File: config.mk
export PLATFORM = sky130hd
export DESIGN_NAME = fs_func_unit
export DESIGN_NICKNAME = d
export VERILOG_FILES = /design/src/rtl/fs_func_unit.sv
export SDC_FILE = /design/constraint.sdc
export NUM_CORES = 1
export LEC_CHECK = 0
export ABC_AREA = 1
export ABC_CLOCK_PERIOD_IN_PS = 7880
export CORE_MARGIN = 5
export CORE_UTILIZATION = 33
export DETAILED_ROUTE_END_ITERATION = 10
export DONT_BUFFER_PORTS = 1
export GPL_TIMING_DRIVEN = 0
export SYNTH_ARGS = -nofsm -noshare
export SYNTH_HDL_FRONTEND = slang
export SYNTH_SLANG_ARGS = --single-unit
File: constraint.sdc
create_clock -name vclk -period 7.88
set_input_delay 1.182 -clock vclk [all_inputs]
set_output_delay 1.182 -clock vclk [all_outputs]
set_load 0.01 [all_outputs]
File: src/rtl/fs_func_unit.sv
module fs_func_unit #(
  parameter int W = 8
) (
  input  logic [W-1:0] a,
  input  logic [W-1:0] b,
  input  logic [3:0]   fs,
  output logic [W-1:0] f,
  output logic         v,
  output logic         c,
  output logic         n,
  output logic         z
);
  logic [W-1:0] y, lg, sh;
  logic [W:0]   sum;
  logic [W-1:0] low;

  always_comb begin
    case (fs[2:1])
      2'b00:   y = '0;
      2'b01:   y = b;
      2'b10:   y = ~b;
      default: y = '1;
    endcase
  end

  assign sum = {1'b0, a} + {1'b0, y} + {{W{1'b0}}, fs[0]};
  assign low = {1'b0, a[W-2:0]} + {1'b0, y[W-2:0]} + {{(W-1){1'b0}}, fs[0]};

  always_comb begin
    case (fs[1:0])
      2'b00:   lg = a & b;
      2'b01:   lg = a | b;
      2'b10:   lg = a ^ b;
      default: lg = ~a;
    endcase
  end

  always_comb begin
    case (fs[1:0])
      2'b00:   sh = b;
      2'b01:   sh = {1'b0, b[W-1:1]};
      2'b10:   sh = {b[W-2:0], 1'b0};
      default: sh = '0;
    endcase
  end

  assign f = fs[3] ? (fs[2] ? sh : lg) : sum[W-1:0];
  assign c = ~fs[3] & sum[W];
  assign v = ~fs[3] & (sum[W] ^ low[W-1]);
  assign n = f[W-1];
  assign z = ~|f;
endmodule


==> impl_results.md <==
- Delay-heaviest family, CP: adder cells
- Area leader, netlist: nand2_1
- Fin crit share: 0.592
- Post-Syn Area: 0.00138 mm2
- Leakage: 0.881 nW
- Peak VDD IR: 0.0193 mV
- Count leader, synth: nand2_1
- Slew margin rel.: 0.641
- Slowest-stage cell, CP: fa_1
- HPWL after DPL: 3300 um
- P&R area growth vs syn: 4.52%
- Part of the power in the clock network: 0
- Critical path depth: 13
- Die area: 0.00559 mm2
- Least-Margin Pin Slew: 537 ps
- Sequential share of the synthesized area: 0
- Unrepaired setup endpoints after global routing: false
- Sw Pwr: 0.0595 mW
- Final setup fails: 0
- Min-delay worst type: in -> out
- # rows: 23
- Critical Path Fanout Max: 10
- Initial antenna violation count: 0
- P per Cell Area: 63.3 mW/mm2
- Initial core utilization: 0.343
- Die span in x: 74.8 um
- Die Height: 74.8 um
- Max Fclk: 0.214 GHz
- Average wire per standard cell: 12.5 um
- Mapped Avg Cell Area: 5.09 um2
- Post-route DRC violation count: 0
- # diodes: 0
- Largest net degree at the start of global routing: 11
- Outcome: finished, final reports clean
- Ys Warns: 0
- Crit path capture: z
- Via/cell ratio: 5.02
- Startpoint types: input pin
- Max Cap Violations: 0
- Cell variety after synth: 21
- Post-placement cell count: 322
- Area fraction of the dominant cell type after synthesis: 0.241
- Flip-flop and latch count: 0
- Antenna Nets Post-Route: 0
- # IOs: 32
- Critical path capture point type: primary output
- Vias in the first global route: 1495
- Fin. max-slew vios: 0
- Area contributors post-synth: nand2_1, ha_1, nand3_1
- Placed cell areas: 0.00145 mm2
- Ratio of cells with drive above 1 in the final layout: 0.0331
- Gate power share: 1.000
- Drt total wl: 4030 um
- WP buf/inv: 2
- WS Path Type: in -> out
- Tot GR Track Use: 0.147
- CP peak stage delay: 460 ps
- CP Data Required Time: 6700 ps
- Sw Ratio: 0.650
- Minimum clock period: 4660 ps
- Port buffer count: 0
- Synth top cells by count: nand2_1, inv_1, nand3_1, ha_1, o21ai_0
- CTS Hold Bufs: 0
- Critical-path cell list: clkbuf_1, o21ai_0, fa_1, fa_1, inv_1, nand2_1, nand2_1, nand2_1, nand3_1, nand2_1, nor2_1, nand3_1, nor2_1
- Post-CTS Resized: 0
- Number of clock buffers in the layout: 0
- P_int: 0.0320 mW
- Net count after synthesis: 317
- Design area: 0.00145 mm2
- First-pass GRT wire length: 6710 um
- Core area: 0.00403 mm2
- Critical Path AT: 3480 ps
- Reg area: 0 um2
- Post-Synthesis Cells: 272
- GPL Wtd Cong: 0.827
- Flop pwr share: 0
- Setup crit start: fs[2]
- Most used cell, CP: nand2_1
- Setup Fix Bufs, Post-CTS: 0
- Setup TNS: 0 ps
- Post-route non-filler standard cell count: 322
- Final Hold Violating Endpoints: 0
- 1st-iter DRT viols: 91
- GRT overflow: 0
- Total number of vias: 1618
- First-pass DRT Iterations: 5
- Nets@finish: 319
-- placed cells by master (no fill, tap or decap) --
| cell | count |
|---|---|
| o211ai_1 | 1 |
| inv_2 | 2 |
| buf_4 | 1 |
| o21ai_1 | 4 |
| clkbuf_1 | 4 |
| nor2_1 | 15 |
| nor2_2 | 1 |
| a31oi_1 | 1 |
| ha_1 | 23 |
| nand4_1 | 3 |
| fa_1 | 2 |
| xor2_1 | 2 |
| o21ai_0 | 16 |
| nand3b_1 | 1 |
| inv_1 | 54 |
| buf_2 | 4 |
| o21a_1 | 1 |
| or2_2 | 1 |
| a21oi_1 | 5 |
| nand2_1 | 89 |
| nand3_1 | 42 |
-- worst min-delay path, delay by kind of cell --
kind | cells | cell delay [ps]
AO/OA/AOI/OAI | 2 | 190
AND/OR/NAND/NOR | 1 | 140
-- worst min-delay path by stage --
stage          start  endpoint  slack, ps  depth (start not counted)
2_1_floorplan  fs[3]      f[4]       2620                          3
3_3_place_gp    a[6]      f[6]       2690                          5
3_5_place_dp    a[6]      f[6]       2700                          5
4_1_cts         a[0]      f[0]       2700                          3
5_1_grt         a[0]      f[0]       2740                          3
6_report        a[0]      f[0]       2690                          3
-- power by group through the flow --
stage	Clock, mW	Sequential [mW]	Combinational, mW
2_1_floorplan	0	0	0.0743
3_3_place_gp	0	0	0.0908
3_5_place_dp	0	0	0.0918
4_1_cts	0	0	0.0922
5_1_grt	0	0	0.108
6_report	0	0	0.0916
-- cell families after synthesis --
group	after synthesis	share of synthesized area
buffers and inverters	65	0.183
AO/OA/AOI/OAI	28	0.106
AND/OR/NAND/NOR	152	0.462
XOR/XNOR	2	0.0127
adder cells (fa/ha/maj)	25	0.237
-- per-layer routing --
layer	wire, um	up-vias	track usage	part of all wire
met1	1850	714	0.200	0.46
li1	-	852	-	-
met4	53	0	0.0237	0.013
met3	281	6	0.0214	0.070
met2	1840	46	0.251	0.46
met5	0	-	0	0
-- metrics by stage --
stage | utilization | hold WS (ps) | power, mW | setup WS, ps
2_1_floorplan | - | 2620 | 0.0743 | 3550
3_3_place_gp | 0.359 | 2690 | 0.0908 | 3210
3_5_place_dp | 0.359 | 2700 | 0.0918 | 3200
4_1_cts | 0.359 | 2700 | 0.0922 | 3200
5_1_grt | 0.359 | 2740 | 0.108 | 3040
6_report | 0.359 | 2690 | 0.0916 | 3220
-- layout make-up --
| cell class | instances | area (um2) |
|---|---|---|
| Multi-Input combinational cell | 207 | 1130 |
| Inverter | 56 | 210 |
| Buffer | 9 | 42.5 |
| Fill cell | 483 | 2580 |
| Tap cell | 50 | 62.6 |
Power figures use the tool's default switching activity.
